### src/rtl/extirq_pkg.sv
package extirq_pkg;

  typedef enum logic [1:0] {
    SENSE_LOW  = 2'b00,
    SENSE_RSVD = 2'b01,
    SENSE_FALL = 2'b10,
    SENSE_RISE = 2'b11
  } senseMode_e;

  // control -> datapath strobes, one per pin
  typedef struct packed {
    logic setFlag;
    logic clrFlag;
    logic levelHit;
  } pinStrobe_t;

endpackage

### src/rtl/extirq_ctrl.sv
module extirq_ctrl
  import extirq_pkg::*;
#(
  parameter int NUM_PINS = 2
) (
  input  logic [2*NUM_PINS-1:0] senseMode,
  input  logic [NUM_PINS-1:0]   syncVal,
  input  logic [NUM_PINS-1:0]   prevVal,
  input  logic [NUM_PINS-1:0]   ackIn,
  input  logic [NUM_PINS-1:0]   clearWrite,
  output pinStrobe_t [NUM_PINS-1:0] strobe
);

  for (genvar i = 0; i < NUM_PINS; i++) begin : gPin
    senseMode_e mode;
    logic fell;
    logic rose;

    assign mode = senseMode_e'(senseMode[2*i +: 2]);
    assign fell = prevVal[i] & ~syncVal[i];
    assign rose = ~prevVal[i] & syncVal[i];

    assign strobe[i].setFlag  = ((mode == SENSE_FALL) & fell) |
                                ((mode == SENSE_RISE) & rose);
    assign strobe[i].clrFlag  = ackIn[i] | clearWrite[i];
    assign strobe[i].levelHit = (mode == SENSE_LOW) & ~syncVal[i];
  end

endmodule

### src/rtl/extirq_datapath.sv
module extirq_datapath
  import extirq_pkg::*;
#(
  parameter int NUM_PINS    = 2,
  parameter int SYNC_STAGES = 2
) (
  input  logic                    clk,
  input  logic                    rstN,
  input  logic [NUM_PINS-1:0]     pinIn,
  input  logic [NUM_PINS-1:0]     pinEnable,
  input  logic                    globalEnable,
  input  pinStrobe_t [NUM_PINS-1:0] strobe,
  output logic [NUM_PINS-1:0]     syncVal,
  output logic [NUM_PINS-1:0]     prevVal,
  output logic [NUM_PINS-1:0]     flagOut,
  output logic [NUM_PINS-1:0]     irqReq
);

  localparam int SyncMsb = SYNC_STAGES - 1;

  for (genvar i = 0; i < NUM_PINS; i++) begin : gPin
    logic [SYNC_STAGES-1:0] chain;
    logic prevBit;
    logic flagBit;

    // idle-high reset so a quiet pin raises no edge after reset
    always_ff @(posedge clk or negedge rstN) begin
      if (!rstN) begin
        chain   <= '1;
        prevBit <= 1'b1;
        flagBit <= 1'b0;
      end else begin
        chain   <= (chain << 1) | SYNC_STAGES'(pinIn[i]);
        prevBit <= chain[SyncMsb];
        // a fresh edge wins over a clear in the same cycle
        flagBit <= strobe[i].setFlag | (flagBit & ~strobe[i].clrFlag);
      end
    end

    assign syncVal[i] = chain[SyncMsb];
    assign prevVal[i] = prevBit;
    assign flagOut[i] = flagBit;
    assign irqReq[i]  = globalEnable & pinEnable[i] &
                        (flagBit | strobe[i].levelHit);
  end

endmodule

### src/rtl/extirq_detect.sv
module extirq_detect
  import extirq_pkg::*;
#(
  parameter int NUM_PINS    = 2,
  parameter int SYNC_STAGES = 2
) (
  input  logic                  clk,
  input  logic                  rstN,
  input  logic [NUM_PINS-1:0]   pinIn,
  input  logic [2*NUM_PINS-1:0] senseMode,
  input  logic [NUM_PINS-1:0]   pinEnable,
  input  logic                  globalEnable,
  input  logic [NUM_PINS-1:0]   ackIn,
  input  logic [NUM_PINS-1:0]   clearWrite,
  output logic [NUM_PINS-1:0]   irqReq,
  output logic [NUM_PINS-1:0]   flagOut
);

  pinStrobe_t [NUM_PINS-1:0] strobe;
  logic [NUM_PINS-1:0] syncVal;
  logic [NUM_PINS-1:0] prevVal;

  extirq_ctrl #(.NUM_PINS(NUM_PINS)) u_ctrl (
    .senseMode  (senseMode),
    .syncVal    (syncVal),
    .prevVal    (prevVal),
    .ackIn      (ackIn),
    .clearWrite (clearWrite),
    .strobe     (strobe)
  );

  extirq_datapath #(.NUM_PINS(NUM_PINS), .SYNC_STAGES(SYNC_STAGES)) u_dp (
    .clk          (clk),
    .rstN         (rstN),
    .pinIn        (pinIn),
    .pinEnable    (pinEnable),
    .globalEnable (globalEnable),
    .strobe       (strobe),
    .syncVal      (syncVal),
    .prevVal      (prevVal),
    .flagOut      (flagOut),
    .irqReq       (irqReq)
  );

endmodule

### config.mk
export PLATFORM = sky130hd
export DESIGN_NAME = extirq_detect
export DESIGN_NICKNAME = d
export VERILOG_FILES = /design/src/rtl/extirq_pkg.sv /design/src/rtl/extirq_ctrl.sv /design/src/rtl/extirq_datapath.sv /design/src/rtl/extirq_detect.sv
export SDC_FILE = /design/constraint.sdc
export NUM_CORES = 1
export LEC_CHECK = 0
export CORE_AREA = 2 2 39 41
export DETAILED_ROUTE_END_ITERATION = 10
export DIE_AREA = 0 0 41 43
export DONT_BUFFER_PORTS = 1
export GPL_ROUTABILITY_DRIVEN = 0
export REMOVE_ABC_BUFFERS = 1
export SETUP_SLACK_MARGIN = 0.4
export SLEW_MARGIN = 20
export SYNTH_ARGS = -nofsm -noshare
export SYNTH_HDL_FRONTEND = slang
export SYNTH_SLANG_ARGS = --single-unit
### constraint.sdc
create_clock -name clk -period 1.3 [get_ports clk]
set_input_delay 0.065 -clock clk [delete_from_list [all_inputs] [get_ports clk]]
set_output_delay 0.065 -clock clk [all_outputs]
set_load 0.02 [all_outputs]
==> After elaboration in Yosys (flattened, before gate mapping) <==
Index checks and enable logic that the tools add are counted.
Widths: inputs -> output; s select.
{ "totals": {"ff_bits": 8, "inputBits": 15, "output_inout_bits": 4, "word_cells": 44} }
{ "op_classes": {"eq_ne": 4, "bitwise": 32, "reduce_logical": 2} }
{ "op_table": {"columns": ["operator", "count"], "rows": [
  ["$and 1x1->1", 16],
  ["$eq 2x2->1 const B", 4],
  ["$or 1x1->1", 8],
  ["$not 1->1", 6],
  ["$logic_not 2->1", 2],
  ["$or 2x1->2", 2]
]} }

==> Depth between registers and ports, before layout <==
{ "depth": {"depth_word": 5, "depth_mapped": 2, "ltp_nobuf": 2} }

==> Cells and area by module <==
From an unflattened synthesis, not the netlist that was laid out.
{ "hier_totals": {"cells_unflattened": 30, "hier_area_um2": 367.9} }
{ "by_module_without_submodules": {"columns": ["mod", "instances", "cells_per_inst", "area_per_inst_um2", "seq_area_each_um2"], "rows": [
  ["extirq_datapath", 1, 20, 295.3, 207.7],
  ["extirq_ctrl", 1, 10, 72.6, 0.0]
]} }

==> Least setup slack after synthesis <==
Ideal clock, no wire load.
{ "synth_path": {"path_kind": "register to register", "from": "register u_dp.gPin[0].prevBit", "to": "register u_dp.gPin[0].flagBit", "setup_time_ns": 0.126, "arrival_time_ns": 0.971, "required_time_ns": 1.174, "path_slack_ns": 0.202, "stages_incl_launch_ff": 3, "path_buffers": 0, "synth_period_minus_slack_ns": 1.098, "path_cell_list": "dfstp_2 and4b_1 a311o_1"} }
{ "synth_between": {"elab_chain_cells": 5, "word_cells_on_any_way": 7, "cone_classes": "bitwise: 7"} }
{ "synth_lines": {"columns": ["item", "line_no", "source"], "rows": [
  ["start, declared", "extirq_datapath.sv:23", "logic prevBit;"],
  ["start signal, assigned", "extirq_datapath.sv:34", "prevBit <= chain[SyncMsb];"],
  ["$not 1->1", "extirq_ctrl.sv:21", "assign rose = ~prevVal[i] & syncVal[i];"],
  ["$and 1x1->1", "extirq_ctrl.sv:21", null],
  ["$and 1x1->1", "extirq_ctrl.sv:24", "((mode == SENSE_RISE) & rose);"],
  ["$or 1x1->1 *", "extirq_ctrl.sv:23", "assign strobe[i].setFlag = ((mode == SENSE_FALL) & fell) |"],
  ["$or 1x1->1 *", "extirq_datapath.sv:36", "flagBit <= strobe[i].setFlag | (flagBit & ~strobe[i].clrFlag);"],
  ["end signal, assigned", "extirq_datapath.sv:36", null],
  ["end, declared", "extirq_datapath.sv:24", "logic flagBit;"]
]} }
Every way passes the cells marked *; elsewhere a longest branch is shown, timed or not.

==> Final worst setup path <==
{ "layout_path": {"from": "register u_dp.gPin[0].chain[1]", "to": "output port irqReq[0]"} }
{ "layout_between": {"elab_chain_cells": 4} }
{ "layout_lines": {"columns": ["item", "line_no", "source"], "rows": [
  ["start, declared", "extirq_datapath.sv:22", "logic [SYNC_STAGES-1:0] chain;"],
  ["start signal, assigned", "extirq_datapath.sv:33", "chain <= (chain << 1) | SYNC_STAGES'(pinIn[i]);"],
  ["$not 1->1", "extirq_ctrl.sv:26", "assign strobe[i].levelHit = (mode == SENSE_LOW) & ~syncVal[i];"],
  ["$and 1x1->1", "extirq_ctrl.sv:26", null],
  ["$or 1x1->1", "extirq_datapath.sv:44", "(flagBit | strobe[i].levelHit);"],
  ["$and 1x1->1", "extirq_datapath.sv:43", "assign irqReq[i] = globalEnable & pinEnable[i] &"],
  ["end, declared", "extirq_detect.sv:15", "output logic [NUM_PINS-1:0] irqReq,"]
]} }
No other way between the ends.

==> metrics.cfg <==
[logic_synthesis]
ys_seq_elements = 8
avgSynthCellArea_sq_um = 14.3
synth_cell_types = 9
synthCells = 22
ys_seq_area_share_pct = 65.9
syn_area_sq_um = 315
yosysWarnings = 0

[critical_path]
path_cells = nor3_2, o211a_1
timing.rr.end = u_dp.gPin[0].flagBit$_DFF_PN0_
r2r_cells = 2
cp_slowest_cell = dfstp_2
rrSetupSlack_ns = 0.19
arrival_ns = 1.11
crit_required_ns = 1.24
r2r_start = u_dp.gPin[0].prevBit$_DFF_PN1_
setup.worst_path.start_class = flip-flop
end_kind = output pin
setup.worst_path.class = reg -> out
critPathMaxStageDelay_ns = 0.55
worstPathMaxFanout = 2

[power_and_ir_drop]
pwr-share-clk_pct = 38.4
swShare_pct = 21.8
p_seq_share_pct = 53.6
power_density_nw_per_um2 = 1220
p_sw_mw = 0.116
p_leak_nw = 0.195
intPower_mw = 0.416
vdd_drop_max_v = 0.000708
power_frac_comb_pct = 8.0

[global_route]
grt_max_degree = 9
antenna_found_initial = 0
grt_pass1_wl_um = 869
grt_pass1_vias = 239
grt-ovfl-total = 0
grt_usage_pct = 8.43

[worst_hold_path]
min_path_cells = 2
min_to = u_dp.gPin[0].flagBit$_DFF_PN0_
hp-start = senseMode[0]
hold_class = in -> reg

[floorplanning]
start_util_pct = 22.8
std_cell_rows = 14
dieArea_sq_um = 1760
core-area_sq_um = 1380
die_x_um = 41
pin_count = 19
die_h_um = 43

[cells_and_area]
areaGrowthSynthToFinish_pct = 37.7
final_cell_mix = 6 x dfstp_2, 5 x dlygate4sd3_1, 3 x clkbuf_4
regArea_sq_um = 209
design_area_sq_um = 434
multi_input_area_sq_um = 103
n_fill_cell = 149
diodes = 0
drive_gt1_share_pct = 46.9
final_nets = 48
final_common_cell = dfstp_2

[route]
avgViaCountPerCell = 4.67
drtIter0Drc = 1
drc = 0
postRouteAntennaNets = 0
wl_um = 564
vias = 224
drt-pass1-iter-count = 2
wire_per_inst_um = 11.8

[timing]
fin_skew_ns = 0.0144
slew_headroom_pct = 78.0
fin_crit_sh_pct = 90.5
clock.fmax_ghz = 0.850
max_slew.worst_pin.slew_ns = 0.328
rsz0062_at_grt = true
period_needed_ns = 1.18
hold_viol = 0
setup_tns_ns = 0
setup_viol = 0
final-max-slew-violation-count = 0

[placed_design]
dpl_cell_area_sq_um = 320
portBuffers = 0
hpwl_um = 415

[clock_tree]
cts.clk_slew.worst_paths_ns = 0.06
h-tree-depth = 1
cts_buffers = 3
clock_path_buffers = 2
cts_tree = yes
clock-sinks = 8
root_buffer = clkbuf_4
insertion_delay_ns = 0.26

[run]
max-cap-violations = 0

[run_status]
outcome = finished clean

## metrics by stage
stage | setup slack, ns | total power [mW] | cells | utilization [%] | hold WS (ns)
floorplan | 0.202 | 0.302 | 20 | - | -0.231
global placement | 0.188 | 0.304 | 36 | 23.1 | -0.230
detailed placement | 0.163 | 0.306 | 36 | 23.1 | -0.230
CTS | 0.113 | 0.535 | 46 | 29.4 | -0.0197
global route | 0.0596 | 0.572 | 48 | 31.4 | 0.0886
finish | 0.123 | 0.532 | 48 | 31.4 | 0.0656
## metal layers
layer / track usage [%] / vias to the layer above / part of all wire, %
met3: 9.42 / 2 / 18
met1: 7.02 / 101 / 35
met4: 6.00 / 0 / 1.4
met5: 0 / - / 0
li1: - / 102 / -
met2: 10.9 / 19 / 46
## worst max path at each step
stage	cells past startpoint	end	start
after detailed placement	2	u_dp.gPin[1].flagBit$_DFF_PN0_	u_dp.gPin[1].prevBit$_DFF_PN1_
after CTS	2	irqReq[1]	u_dp.gPin[1].chain[1]$_DFF_PN1_
after global routing	2	irqReq[1]	u_dp.gPin[1].chain[1]$_DFF_PN1_
final	2	irqReq[0]	u_dp.gPin[0].chain[1]$_DFF_PN1_
after global placement	2	u_dp.gPin[0].flagBit$_DFF_PN0_	u_dp.gPin[0].prevBit$_DFF_PN1_
after floorplan	2	u_dp.gPin[0].flagBit$_DFF_PN0_	u_dp.gPin[0].prevBit$_DFF_PN1_
## sequential cells by signal (all words and copies together), names as in the netlist
name               flops
u_dp.gPin.prevBit      2
u_dp.gPin.flagBit      2
u_dp.gPin.chain        4
## cells in the mapped netlist
cell	instances	share of area, %
o211a_1	2	6.3
nor3b_1	2	4.8
dfstp_2	6	50
buf_4	2	4.8
nor2_1	2	2.4
a311o_1	2	6.3
and4b_1	2	6.3
dfrtp_1	2	16
nor3_1	2	3.2
## power groups by stage
stage | clock [mW] | sequential [mW] | combinational (mW)
after global routing | 0.238 | 0.287 | 0.0469
after global placement | 0 | 0.288 | 0.0166
after CTS | 0.213 | 0.284 | 0.0376
after floorplan | 0 | 0.286 | 0.0156
after detailed placement | 0 | 0.289 | 0.0174
final | 0.204 | 0.285 | 0.0427
## layout make-up
cell class              instances  share of cell area (%)
clock buffers                   4                    6.05
multi-input cells              12                    23.6
flip-flops and latches          8                    48.1
well taps                      16                    4.61
repair buffers                  8                    17.6
## logic make-up after synthesis
kind of cell,Yosys count,synth area share [%]
flops,8,65.9
buf+inv,2,4.76
simple gates,8,16.7
compound gates,4,12.7
## worst max-delay path: cells and delay by family, from the launching register on
kind	cells	cell delay [ns]
AOI/OAI and AO/OA	1	0.27
and+or+nand+nor	1	0.04
DFF	1	0.55
## timing repair
| item | 4_1_cts | 5_1_grt |
|---|---|---|
| setup buffers | 2 | 1 |
| hold endpoints to repair | 12 | 1 |
| gates resized for setup | 1 | 3 |
| hold buffers | 4 | 1 |
| pin swaps | 1 | 2 |
| endpoints found under the setup margin | 4 | 4 |
Note: power is estimated with default switching activity, not from simulation.
